$ cat config.mk
export PLATFORM = sky130hd
export DESIGN_NAME = dual_issue_pairer
export DESIGN_NICKNAME = d
export VERILOG_FILES = /design/src/rtl/dip_pkg.sv /design/src/rtl/dip_hazard.sv /design/src/rtl/dip_pair_rules.sv /design/src/rtl/dip_serial_window.sv /design/src/rtl/dual_issue_pairer.sv
export SDC_FILE = /design/constraint.sdc
export NUM_CORES = 1
export LEC_CHECK = 0
export BUFFER_PORTS_ARGS = -buffer_cell sky130_fd_sc_hd__buf_2
export CAP_MARGIN = 25
export CORE_MARGIN = 2
export CORE_UTILIZATION = 48
export CTS_CLUSTER_DIAMETER = 150
export DETAILED_ROUTE_END_ITERATION = 10
export GPL_TIMING_DRIVEN = 0
export PLACE_DENSITY = 0.83
export SLEW_MARGIN = 25
export SYNTH_ARGS = -nofsm -noshare
export SYNTH_HDL_FRONTEND = slang
export SYNTH_SLANG_ARGS = --single-unit
$ cat constraint.sdc
create_clock -name clk -period 3.9 [get_ports clk]
set_input_delay 0.975 -clock clk [delete_from_list [all_inputs] [get_ports clk]]
set_output_delay 0.975 -clock clk [all_outputs]
set_load 0.01 [all_outputs]
$ cat src/rtl/dip_pkg.sv
package dip_pkg;

    typedef enum logic [1:0] {
        GRP_LS  = 2'd0,
        GRP_ALU = 2'd1,
        GRP_FP  = 2'd2,
        GRP_BR  = 2'd3
    } grp_e;

    typedef enum logic {
        ST_PAIR = 1'b0,
        ST_SOLO = 1'b1
    } sched_state_e;

endpackage

$ cat src/rtl/dip_hazard.sv
module dip_hazard #(
    parameter int REG_W = 5
) (
    input  logic [(1<<REG_W)-1:0] sb_busy,
    input  logic [REG_W-1:0]      src1,
    input  logic [REG_W-1:0]      src2,
    input  logic                  waive1,
    output logic                  blocked
);
    localparam int NSRC = 2;

    logic [REG_W-1:0] srcs [NSRC];
    logic [NSRC-1:0]  hit;

    assign srcs[0] = src1;
    assign srcs[1] = src2;

    for (genvar i = 0; i < NSRC; i++) begin : g_src
        // Index 0 is the constant-zero register and never waits.
        if (i == 0) begin : g_waivable
            assign hit[i] = (srcs[i] != '0) && sb_busy[srcs[i]] && !waive1;
        end else begin : g_plain
            assign hit[i] = (srcs[i] != '0) && sb_busy[srcs[i]];
        end
    end

    assign blocked = |hit;

endmodule

$ cat src/rtl/dip_pair_rules.sv
module dip_pair_rules
    import dip_pkg::*;
#(
    parameter int REG_W = 5
) (
    input  logic [1:0]       a_grp,
    input  logic [1:0]       b_grp,
    input  logic             a_konst_hi,
    input  logic             b_konst_lo,
    input  logic [REG_W-1:0] a_dst,
    input  logic [REG_W-1:0] b_src1,
    input  logic [REG_W-1:0] b_src2,
    input  logic             fpq_full,
    output logic             fast_k,
    output logic             table_ok,
    output logic             intra_dep
);
    logic same_grp;
    logic a_writes;

    assign a_writes = (a_dst != '0);
    assign same_grp = (a_grp == b_grp);

    // Constant built by concatenating the two immediates.
    assign fast_k = a_konst_hi && b_konst_lo
                 && (a_grp == GRP_ALU) && (b_grp == GRP_ALU)
                 && a_writes && (b_src1 == a_dst);

    always_comb begin
        table_ok = 1'b0;
        if (!same_grp) begin
            table_ok = 1'b1;
        end else begin
            unique case (a_grp)
                GRP_FP:  table_ok = !fpq_full;
                GRP_ALU: table_ok = fast_k;
                GRP_LS:  table_ok = 1'b0;
                GRP_BR:  table_ok = 1'b0;
                default: table_ok = 1'b0;
            endcase
        end
    end

    assign intra_dep = a_writes
                    && (((b_src1 == a_dst) && !fast_k) || (b_src2 == a_dst));

endmodule

$ cat src/rtl/dip_serial_window.sv
module dip_serial_window #(
    parameter int SERIAL_WIN = 3
) (
    input  logic clk,
    input  logic rst_n,
    input  logic load,
    input  logic dec,
    output logic active
);
    localparam int CNT_W = $clog2(SERIAL_WIN + 1);
    localparam logic [CNT_W-1:0] LOAD_VAL = CNT_W'(SERIAL_WIN);

    logic [CNT_W-1:0] cnt_q;

    always_ff @(posedge clk) begin
        if (!rst_n) begin
            cnt_q <= '0;
        end else if (load) begin
            cnt_q <= LOAD_VAL;
        end else if (dec && (cnt_q != '0)) begin
            cnt_q <= cnt_q - 1'b1;
        end
    end

    assign active = (cnt_q != '0);

endmodule

$ cat src/rtl/dual_issue_pairer.sv
module dual_issue_pairer
    import dip_pkg::*;
#(
    parameter int REG_W      = 5,
    parameter int SERIAL_WIN = 3
) (
    input  logic                  clk,
    input  logic                  rst_n,
    input  logic                  pkt_valid,
    input  logic [1:0]            a_grp,
    input  logic                  a_single,
    input  logic                  a_sreg,
    input  logic                  a_konst_hi,
    input  logic [REG_W-1:0]      a_src1,
    input  logic [REG_W-1:0]      a_src2,
    input  logic [REG_W-1:0]      a_dst,
    input  logic                  b_valid,
    input  logic [1:0]            b_grp,
    input  logic                  b_single,
    input  logic                  b_sreg,
    input  logic                  b_konst_lo,
    input  logic [REG_W-1:0]      b_src1,
    input  logic [REG_W-1:0]      b_src2,
    input  logic [(1<<REG_W)-1:0] sb_busy,
    input  logic                  fpq_full,
    output logic                  launch_a,
    output logic                  launch_b,
    output logic                  split,
    output logic                  hold,
    output logic                  pkt_taken
);
    sched_state_e state_q, state_d;

    logic             p_sreg_q;
    logic [REG_W-1:0] p_src1_q, p_src2_q;
    logic             capture;

    logic a_blk, b_blk, p_blk;
    logic fast_k, table_ok, intra_dep;
    logic serial_active;
    logic lone_only;
    logic pair_ok;
    logic win_load;

    dip_hazard #(.REG_W(REG_W)) u_haz_a (
        .sb_busy (sb_busy),
        .src1    (a_src1),
        .src2    (a_src2),
        .waive1  (1'b0),
        .blocked (a_blk)
    );

    dip_hazard #(.REG_W(REG_W)) u_haz_b (
        .sb_busy (sb_busy),
        .src1    (b_src1),
        .src2    (b_src2),
        .waive1  (fast_k),
        .blocked (b_blk)
    );

    dip_hazard #(.REG_W(REG_W)) u_haz_p (
        .sb_busy (sb_busy),
        .src1    (p_src1_q),
        .src2    (p_src2_q),
        .waive1  (1'b0),
        .blocked (p_blk)
    );

    dip_pair_rules #(.REG_W(REG_W)) u_rules (
        .a_grp      (a_grp),
        .b_grp      (b_grp),
        .a_konst_hi (a_konst_hi),
        .b_konst_lo (b_konst_lo),
        .a_dst      (a_dst),
        .b_src1     (b_src1),
        .b_src2     (b_src2),
        .fpq_full   (fpq_full),
        .fast_k     (fast_k),
        .table_ok   (table_ok),
        .intra_dep  (intra_dep)
    );

    dip_serial_window #(.SERIAL_WIN(SERIAL_WIN)) u_win (
        .clk    (clk),
        .rst_n  (rst_n),
        .load   (win_load),
        .dec    (launch_a),
        .active (serial_active)
    );

    assign lone_only = a_single || b_single || a_sreg || b_sreg || serial_active;
    assign pair_ok   = !lone_only && table_ok && !intra_dep && !b_blk;

    // State register.
    always_ff @(posedge clk) begin
        if (!rst_n) begin
            state_q <= ST_PAIR;
        end else begin
            state_q <= state_d;
        end
    end

    // Pending slot-b, kept across a split.
    always_ff @(posedge clk) begin
        if (!rst_n) begin
            p_sreg_q <= 1'b0;
            p_src1_q <= '0;
            p_src2_q <= '0;
        end else if (capture) begin
            p_sreg_q <= b_sreg;
            p_src1_q <= b_src1;
            p_src2_q <= b_src2;
        end
    end

    // Next state.
    always_comb begin
        state_d = state_q;
        capture = 1'b0;
        unique case (state_q)
            ST_PAIR: begin
                if (pkt_valid && !a_blk && b_valid && !pair_ok) begin
                    state_d = ST_SOLO;
                    capture = 1'b1;
                end
            end
            ST_SOLO: begin
                if (!p_blk) begin
                    state_d = ST_PAIR;
                end
            end
            default: state_d = ST_PAIR;
        endcase
    end

    // Outputs.
    always_comb begin
        launch_a  = 1'b0;
        launch_b  = 1'b0;
        split     = 1'b0;
        hold      = 1'b0;
        pkt_taken = 1'b0;
        win_load  = 1'b0;
        unique case (state_q)
            ST_PAIR: begin
                if (pkt_valid) begin
                    if (a_blk) begin
                        hold = 1'b1;
                    end else begin
                        launch_a  = 1'b1;
                        pkt_taken = 1'b1;
                        win_load  = a_sreg;
                        if (b_valid) begin
                            launch_b = pair_ok;
                            split    = !pair_ok;
                        end
                    end
                end
            end
            ST_SOLO: begin
                if (p_blk) begin
                    hold = 1'b1;
                end else begin
                    launch_a = 1'b1;
                    win_load = p_sreg_q;
                end
            end
            default: hold = 1'b0;
        endcase
    end

endmodule

==> metrics.cfg, run 1 <==
[run_status]
status=complete, no violations

[layout]
stdcell_count=397
fin_nets=401
final_area_sq_um=3360
area_delta_synth_final_pct=32.6
drive_above_1_share=0.532
antenna-diode-count=0

[logic_synthesis]
netlist_instances=247
synth_nets=320
ys_ff_latch=14
synth_area_sq_um=2540
synth_area_leaders=mux4_2 36%, dfxtp_1 11%, mux2i_1 9.9%, nand2_1 3.1%, nand3_2 2.8%
ys_seq_area_frac=0.111
yosysTopAreaCell=mux4_2
synth-async-reset-ratio=0
syn_area_per_cell_sq_um=10.3
synth_top_cell_area_share=0.355
synth_edf_count=0
synth_flop_cell=dfxtp_1
yosysWarningCount=0
synth.distinct_cells=49
yosys-top-cells-count=40 x mux4_2, 25 x mux2i_1, 21 x nand2_1
yosys.cell_count.top_type=mux4_2

[power]
total_power_mw=0.675
p_per_area_nw_per_um2=201
power.leakage_nw=1.23
peakVddDrop_v=0.000134

[critical_path]
startpoint_type=primary input
crit_type=in2out
worst-endpoint-arrival_ps=2920
cp_data_required_time_ps=2920
end_kind=primary output
cp_max_fo=5

[timing]
tightest_slew_ps=648
setup_violations=0
finalCriticalPeriod_ps=3900
relSlewSlack=0.568
maxSlewViolCount=0
fmax_mhz=257
hold_violations=0
setup_tns_ps=0
rsz0062_at_grt=true
finalCritPeriodShare=0.999
skew_ps=0.975

[placement]
place_inst=380
numPortBuffers=63
hpwl_microns=5910
place_area_sq_um=2950
gp_congestion=0.971

[global_route]
antenna_found_initial=0
grt_max_degree=11
grt_use_total=0.282
first_global_vias=2657
grt.overflow.total=0
grt_pass1_wl_microns=13200

[detailed_routing]
wl_met1_microns=3070
drt-total-wl_microns=8430
ant_nets=0
route.met2.wl_microns=4260
drc=0
wl_met3_microns=804
vias=2686
wire_per_inst_microns=21.2
routed.top_layer=met4
drt_iter0_markers=335
firstDrtPassIters=5
via_per_inst=6.77

[clocking]
cts_tree=done
cts_sinks=14
cts_max_path_buffers=2
h-tree-depth=1
cts_made_buffers=3
cts_root_buf=clkbuf_8
ctsHoldBuffers=0
clkTransAtPathRegs_ps=60
clk_latency_ps=240

[die]
die_w_microns=76.7
start_util=0.497
rows=26
floorplan.core_area_sq_um=5110
die_height_microns=76.7
die_area_sq_um=5880
io_pins=77

[hold_path]
min_path_type=reg2reg

[flow_run]
max_cap_viol_count=0

-- through the flow --
step | worst slack [ps] | hold slack, ps | utilization
after detailed placement | -472 | 454 | 0.577
after global routing | -57.2 | 485 | 0.658
after CTS | 14.2 | 483 | 0.609
final | 4.78 | 486 | 0.658
after floorplan | 11.3 | 440 | -
after global placement | -468 | 450 | 0.577
-- timing repair --
item                                    in CTS  in global routing
setup buffers                                5                  8
endpoints found under the setup margin       2                  5
gates resized for setup                     15                 53
pin swaps                                    6                 12
-- worst max-delay path, stage by stage --
cell       delay [ps]
clkbuf_16         120
mux4_2            490
mux2i_1           160
o211ai_1          150
a311oi_4          260
o211ai_4          150
nor4b_4           370
buf_6             150
buf_6              90
-- routing by layer --
layer,GRT usage,vias up
met4,0.105,0
met3,0.0729,30
met5,0,-
met1,0.353,1305
li1,-,1164
met2,0.468,187
-- power by group --
part | total (mW) | internal (mW) | switching [mW]
combinational | 0.377 | 0.194 | 0.183
sequential | 0.157 | 0.152 | 0.00535
clock | 0.141 | 0.0894 | 0.0515
-- path summary, 6_finish.rpt --
path,from,to,slack (ps),cells after the start
max,a_src1[1],split,5,9
min,p_sreg_q$_SDFFE_PN0P_,p_sreg_q$_SDFFE_PN0P_,490,2
max reg2reg,p_src2_q[1]$_SDFFE_PN0P_,u_win.cnt_q[1]$_SDFFE_PN0P_,1130,8
min reg2reg,p_sreg_q$_SDFFE_PN0P_,p_sreg_q$_SDFFE_PN0P_,490,2
-- sequential cells by signal, indices dropped and copies added, names as in the netlist --
register and count:
p_sreg_q 1, state_q 1, u_win.cnt_q 2, p_src2_q 5
p_src1_q 5
-- cell usage in the layout, fill, tap and decap left out, drive strengths merged, types with 2 or more instances in the layout --
master  instances
nor4b           3
nand3b          2
nand2          21
nor3            4
nand2b          2
o32ai           2
nor4            4
nor3b           2
nand4b          4
clkbuf         17
o22ai           2
mux2            5
o21ai          14
dfxtp          14
nor2            6
xnor2           8
a311o           2
mux4           40
o211ai          3
a31oi           6
nand4           2
o21a            4
buf            87
mux2i          25
inv             9
a21oi           3
xor2            4
nand3          20
-- logic make-up (layout without fill, tap and decap cells) --
group                    count (synthesis)  after routing  share of synthesized area
buffers and inverters                   33            113                     0.0607
AO/OA/AOI/OAI                           43             43                      0.131
XOR/XNOR                                12             12                     0.0414
AND/OR/NAND/NOR                         74             74                      0.176
adder cells (fa/ha/maj)                  1              1                    0.00493
multiplexers                            70             70                      0.476
flip-flops                              14             14                      0.111
-- final cells by class --
class                           count  area [sq um]
Buffer                             24           188
Clock buffer                        4          55.1
Fill cell                         376          1750
Inverter                            9          33.8
Multi-Input combinational cell    200          2220
Sequential cell                    14           280
Tap cell                           70          87.6
Timing Repair Buffer               76           495
Power figures use the tool's default switching activity.
==> run 2, diff against run 1 <==
--- a/config.mk
+++ b/config.mk
@@ -17,3 +17,4 @@
 export SYNTH_ARGS = -nofsm -noshare
 export SYNTH_HDL_FRONTEND = slang
+export SYNTH_HIERARCHICAL = 1
 export SYNTH_SLANG_ARGS = --single-unit
==> constraint.sdc (replaced) <==
create_clock -name clk -period 3.9 [get_ports clk]
set_input_delay 0.78 -clock clk [delete_from_list [all_inputs] [get_ports clk]]
set_output_delay 0.78 -clock clk [all_outputs]
set_load 0.01 [all_outputs]
==> run 2 against run 1 <==
Net effect:
- clock skew rose by 2.9 ps
- register-to-register slack improved by 250 ps
- sequential cell count did not move
- largest power group unchanged
==> metrics.cfg, run 2 <==
[die]
floorplan.core_area_sq_um=5200  ; +1.9%
io_pins=77  ; unchanged
die_height_microns=78.0  ; +1.7%
rows=26  ; unchanged
die_area_sq_um=6080  ; +3.4%
start_util=0.505  ; +0.00824
die_w_microns=78.0  ; +1.7%

[hold_path]
hold_start=p_src2_q[1]$_SDFFE_PN0P_
min_path_type=reg2reg

[flow_run]
max_cap_viol_count=0  ; unchanged

[placement]
gp_congestion=0.974  ; +0.32%
place_area_sq_um=3090  ; +4.9%
preCtsSetupSlack_ps=-163  ; +310 ps
hpwl_microns=5780  ; -2.2%
numPortBuffers=72  ; +14%

[critical_path]
startpoint_type=primary input
worstPathCellList=buf_2 > buf_6 > mux4_2 > mux2i_1 > nor3b_1 > nor4_1 > nand4_1 > nand4bb_4 > a21oi_4 > buf_6 > buf_2
crit_type=in2out
worst-endpoint-arrival_ps=3060  ; +140 ps
cpMaxStageDelayCell=mux4_2
cp_data_required_time_ps=3120  ; +200 ps
end_kind=primary output
cp-startpoint=a_src2[1]
r2r_start=p_src2_q[1]$_SDFFE_PN0P_
cp_max_fo=10  ; +5
max_stage_delay_ps=510  ; +20 ps

[detailed_routing]
drc=0  ; unchanged
ant_nets=0  ; unchanged
drt-total-wl_microns=7880  ; -6.5%
wire_per_inst_microns=19.9  ; -6.5%
firstDrtPassIters=4  ; -1
vias=2614  ; -2.7%
drt_iter0_markers=346  ; +3.3%
via_per_inst=6.58  ; -2.7%

[power]
pwr-share-clk=0.220  ; +0.011
total_power_mw=0.657  ; -2.6%
switching_share=0.351  ; -0.00439
peakVddDrop_v=0.000114  ; -15%
p_per_area_nw_per_um2=201  ; +0.34%
p_sw_mw=0.231  ; -3.8%
pwr-share-comb=0.537  ; -0.022
seqPwrFrac=0.243  ; +0.010
power.leakage_nw=1.30  ; +5.3%
p_int_mw=0.427  ; -2.0%

[layout]
area_delta_synth_final_pct=24.1
final_cell_mix=72 x buf_2, 33 x mux2i_1, 32 x nand2_1
fin_nets=401  ; unchanged
drive_above_1_share=0.450  ; -0.0826
final_common_cell=buf_2
final_area_sq_um=3260  ; -3.0%
antenna-diode-count=0  ; unchanged
largest_registers=p_src1_q x5, p_src2_q x5, u_win/cnt_q x2

[run_status]
status=complete, no violations

[logic_synthesis]
synth_edf_count=0  ; unchanged
synth-async-reset-ratio=0  ; unchanged
yosysTopAreaCell=mux4_2
netlist_instances=239  ; -3.2%
synth_top_cell_area_share=0.231  ; -0.124
synth_top_family_by_area=multiplexers
synth_area_sq_um=2630  ; +3.6%
yosysWarningCount=6  ; +6
synthMuxAreaShare=0.527  ; +0.0511
synth_adder_area_share=0.00476  ; -0.000171
synth_area_leaders=mux4_2 23%, mux4_1 14%, mux2i_1 13%, dfxtp_1 11%, nand2_1 4.7%
synth-xor-area-share=0.0367  ; -0.00477
synth.distinct_cells=53  ; +8.2%
yosys-top-cells-count=33 x mux2i_1, 33 x nand2_1, 27 x mux4_2
ys_ff_latch=14  ; unchanged
yosys.area_share.simple=0.180  ; +0.00389
synth_flop_cell=dfxtp_1
ys_seq_area_frac=0.107  ; -0.00384
syn_area_per_cell_sq_um=11.0  ; +7.1%
synth_compound_area_frac=0.0876  ; -0.0431

[clocking]
h-tree-depth=1  ; unchanged
clk_latency_ps=250  ; about the same
cts_max_path_buffers=2  ; unchanged
ctsHoldBuffers=0  ; unchanged
cts_tree=done
cts_made_buffers=3  ; unchanged
clkTransAtPathRegs_ps=60  ; about the same
cts_sinks=14  ; unchanged
cts_root_buf=clkbuf_8

[timing]
finalCritPeriodShare=0.985  ; -0.0138
rsz0062_at_grt=false
maxSlewViolCount=0  ; unchanged
setup_violations=0  ; unchanged
whs_ps=458  ; -27.6 ps
setup_ws_ps=58.5  ; +53.7 ps
finalCriticalPeriod_ps=3840  ; -53.7 ps
setup_tns_ps=0  ; unchanged
hold_violations=0  ; unchanged
fmax_mhz=260  ; +1.4%
skew_ps=3.92  ; +2.94 ps

[global_route]
grt_pass1_wl_microns=12200  ; -7.6%
grt_use_total=0.253  ; -0.0292
antenna_found_initial=0  ; unchanged
first_global_vias=2566  ; -3.4%
grt.overflow.total=0  ; unchanged
grt_max_degree=11  ; unchanged

[run 2: layout make-up]
type | count | area (sq um)
well taps | 70 | 87.6
fillers | 416 | 1940
flip-flops and latches | 14 | 280
repair buffers | 83 | 475
clock buffers | 4 | 55.1
multi-input cells | 208 | 2240
inverters | 5 | 18.8
plain buffers | 13 | 103
[run 2: timing repair]
| action | 4_1_cts | 5_1_grt |
|---|---|---|
| buffers inserted | 6 | 5 |
| pin swaps | 3 | 8 |
| endpoints found under the setup margin | 1 | 4 |
| resized for setup | 4 | 14 |
[run 2: layer usage]
metal,global-route usage,share of wire,up-vias
met1,0.327,0.39,1278
li1,-,-,1142
met2,0.429,0.50,181
met5,0,0,-
met4,0.0684,0.012,0
met3,0.0523,0.099,13
[run 2: final timing paths]
path                                  to  slack, ps  depth (start not counted)
max reg2reg  u_win/cnt_q[0]$_SDFFE_PN0P_       1380                         10
min reg2reg     p_src2_q[1]$_SDFFE_PN0P_        460                          2
max                                split         60                         11
min             p_src2_q[1]$_SDFFE_PN0P_        460                          2
[run 2: stage by stage]
| step | util | std cells |
|---|---|---|
| floorplan | - | 244 |
| global placement | 0.594 | 386 |
| detailed placement | 0.594 | 386 |
| CTS | 0.619 | 395 |
| global route | 0.627 | 397 |
| finish | 0.627 | 397 |
[run 2: critical path, delay by kind of cell]
| family | cells | cell delay (ps) |
|---|---|---|
| muxes | 2 | 700 |
| AOI/OAI and AO/OA | 1 | 150 |
| buffers and inverters | 4 | 600 |
| and+or+nand+nor | 4 | 830 |
[run 2: cell families after synthesis]
group,count (synthesis)
other,1
adders and majority gates,1
AOI/OAI and AO/OA,31
xor gates and xnor gates,11
and+or+nand+nor,78
muxes,81
DFF,14
buffers and inverters,22
[run 2: power groups by stage]
stage	registers (mW)	logic (mW)	clock network (mW)
6_report	0.159	0.353	0.145
3_3_place_gp	0.162	0.310	0
3_5_place_dp	0.162	0.321	0
4_1_cts	0.159	0.336	0.146
5_1_grt	0.161	0.375	0.153
2_1_floorplan	0.160	0.210	0
==> run 3, diff against run 2 <==
==> constraint.sdc (replaced) <==
create_clock -name clk -period 3.9 [get_ports clk]
set_input_delay 0.39 -clock clk [delete_from_list [all_inputs] [get_ports clk]]
set_output_delay 0.39 -clock clk [all_outputs]
set_load 0.01 [all_outputs]
==> run 3 against run 2 <==
Net effect:
- sequential cell count unchanged
- via count fell by 3.8%
- routed wire length down 6.2%
- combinational power is 7.6% lower
- count of clock-buffer cells in the layout stayed put
- critical path type unchanged
- largest cell class unchanged
==> metrics.cfg, run 3 (synthesis gave the netlist of run 2 again) <==
[power]
p_sw_mw=0.217  ; -6.0%
switching_share=0.345  ; -0.00533
p_int_mw=0.410  ; -3.8%
p_per_area_nw_per_um2=199  ; -1.1%
peakVddDrop_v=0.000113  ; -0.27%
total_power_mw=0.627  ; -4.6%
pwr-share-clk=0.226  ; +0.006
power.leakage_nw=1.26  ; -3.2%
seqPwrFrac=0.254  ; +0.011
pwr-share-comb=0.520  ; -0.017

[placement]
hpwl_microns=5780  ; unchanged
gp_congestion=0.974  ; unchanged
numPortBuffers=72  ; unchanged

[layout]
antenna-diode-count=0  ; unchanged
largest_registers=p_src1_q x5, p_src2_q x5, u_win/cnt_q x2
drive_above_1_share=0.413  ; -0.0370
final_common_cell=buf_2
area_delta_synth_final_pct=19.9
fin_nets=394  ; -1.7%
fillerInstances=440  ; +5.8%
final_cell_mix=78 x buf_2, 33 x nand2_1, 33 x mux2i_1

[critical_path]
cp-startpoint=b_src2[0]
cp_num_cells=10  ; -1
end_kind=primary output
rrSetupSlack_ps=1400  ; +20 ps
path_delay_family=multiplexers
startpoint_type=primary input
cp_max_fo=10  ; unchanged
worstPathCellList=buf_2 > buf_2 > mux4_2 > mux2_2 > o211ai_1 > o2111ai_1 > nor4b_4 > a21oi_2 > buf_6 > buf_2
r2r_cells=10  ; unchanged
cpMaxStageDelayCell=mux4_2
worst-endpoint-arrival_ps=2950  ; -110 ps
crit_type=in2out
cp_data_required_time_ps=3510  ; +390 ps
r2r_end=u_win/cnt_q[0]$_SDFFE_PN0P_
r2r_start=p_src2_q[1]$_SDFFE_PN0P_
path_common_cell=buf_2
max_stage_delay_ps=550  ; +40 ps
cp-endpoint=split
worst-path-buf-inv=4  ; unchanged

[timing]
skew_ps=2.64  ; -1.27 ps
rsz0062_at_grt=false
setup_tns_ps=0  ; unchanged
hold_violations=0  ; unchanged
setup_violations=0  ; unchanged
fmax_mhz=299  ; +15%
maxSlewViolCount=0  ; unchanged
finalCritPeriodShare=0.856  ; -0.129
whs_ps=421  ; -37.2 ps
finalCriticalPeriod_ps=3340  ; -502 ps

[detailed_routing]
vias=2515  ; -3.8%
drt-total-wl_microns=7390  ; -6.2%
wire_per_inst_microns=19.0  ; -4.5%
drt_iter0_markers=282  ; -18%
ant_nets=0  ; unchanged
firstDrtPassIters=5  ; +1
via_per_inst=6.45  ; -2.1%
drc=0  ; unchanged

[die]
start_util=0.505  ; unchanged
io_pins=77  ; unchanged
rows=26  ; unchanged
die_w_microns=78.0  ; unchanged
floorplan.core_area_sq_um=5200  ; unchanged
die_area_sq_um=6080  ; unchanged
die_height_microns=78.0  ; unchanged

[clocking]
h-tree-depth=1  ; unchanged
cts_tree=done
ctsHoldBuffers=0  ; unchanged
clkTransAtPathRegs_ps=60  ; about the same
cts_made_buffers=3  ; unchanged
cts_setup_buffers=0  ; -6
cts_max_path_buffers=2  ; unchanged
clk_latency_ps=250  ; about the same
cts_root_buf=clkbuf_8
cts_sinks=14  ; unchanged
cts_resized=0  ; -4

[global_route]
grt_pass1_wl_microns=11900  ; -2.7%
grt_max_degree=11  ; unchanged
grt_use_total=0.246  ; -0.00669
first_global_vias=2512  ; -2.1%
antenna_found_initial=0  ; unchanged
grt.overflow.total=0  ; unchanged

[hold_path]
holdPathStages=3  ; +1
min_path_type=in2reg

[flow_run]
max_cap_viol_count=0  ; unchanged

[run_status]
status=complete, no violations

run 3: cell count changes in the layout (fill, tap and decap cells not counted), sizes merged:
cell    change
buf         -6
clkbuf      -1
run 3: worst min-delay path by stage:
stage | start | to | slack [ps]
detailed placement | p_src2_q[0]$_SDFFE_PN0P_ | p_src2_q[0]$_SDFFE_PN0P_ | 450
global placement | p_src2_q[0]$_SDFFE_PN0P_ | p_src2_q[0]$_SDFFE_PN0P_ | 440
floorplan | p_src1_q[1]$_SDFFE_PN0P_ | p_src1_q[1]$_SDFFE_PN0P_ | 430
global route | b_src2[1] | p_src2_q[1]$_SDFFE_PN0P_ | 420
CTS | b_src2[1] | p_src2_q[1]$_SDFFE_PN0P_ | 410
finish | b_src2[1] | p_src2_q[1]$_SDFFE_PN0P_ | 420
run 3: final cells by class:
type / count / area (sq um) / share of cell area
Buffer: 17 / 129 / 0.0409
Clock buffer: 4 / 55.1 / 0.0175
Inverter: 5 / 18.8 / 0.00596
Multi-Input combinational cell: 208 / 2220 / 0.704
Sequential cell: 14 / 280 / 0.0890
Tap cell: 70 / 87.6 / 0.0278
Timing Repair Buffer: 72 / 360 / 0.114
run 3: power groups by stage:
stage / registers, mW / clock network (mW) / logic, mW
2_1_floorplan: 0.160 / 0 / 0.210
3_3_place_gp: 0.162 / 0 / 0.310
3_5_place_dp: 0.162 / 0 / 0.321
4_1_cts: 0.159 / 0.146 / 0.322
5_1_grt: 0.160 / 0.152 / 0.350
6_report: 0.159 / 0.142 / 0.326
run 3: metal layers:
layer / vias up / share of wire / global-route usage
met5: - / 0 / 0
met4: 0 / 0.015 / 0.0737
met3: 14 / 0.11 / 0.0744
met2: 168 / 0.48 / 0.406
met1: 1197 / 0.39 / 0.311
li1: 1136 / - / -
run 3: worst reg2reg max path: stages, from the launching register on:
cell and delay [ps]:
dfxtp_1 320, buf_2 290, mux2i_1 120, mux4_2 480, nor2_1 100, a21oi_1 50
o2111ai_1 200, inv_1 110, a32o_1 310, or2_0 210, o211a_1 200
run 3: metrics by stage:
step	instance area, sq um	utilization	setup slack [ps]	cells
after global routing	3150	0.605	409	390
after global placement	3090	0.594	629	386
after floorplan	2650	-	1260	244
after CTS	3150	0.605	606	390
after detailed placement	3090	0.594	617	386
final	3150	0.605	560	390
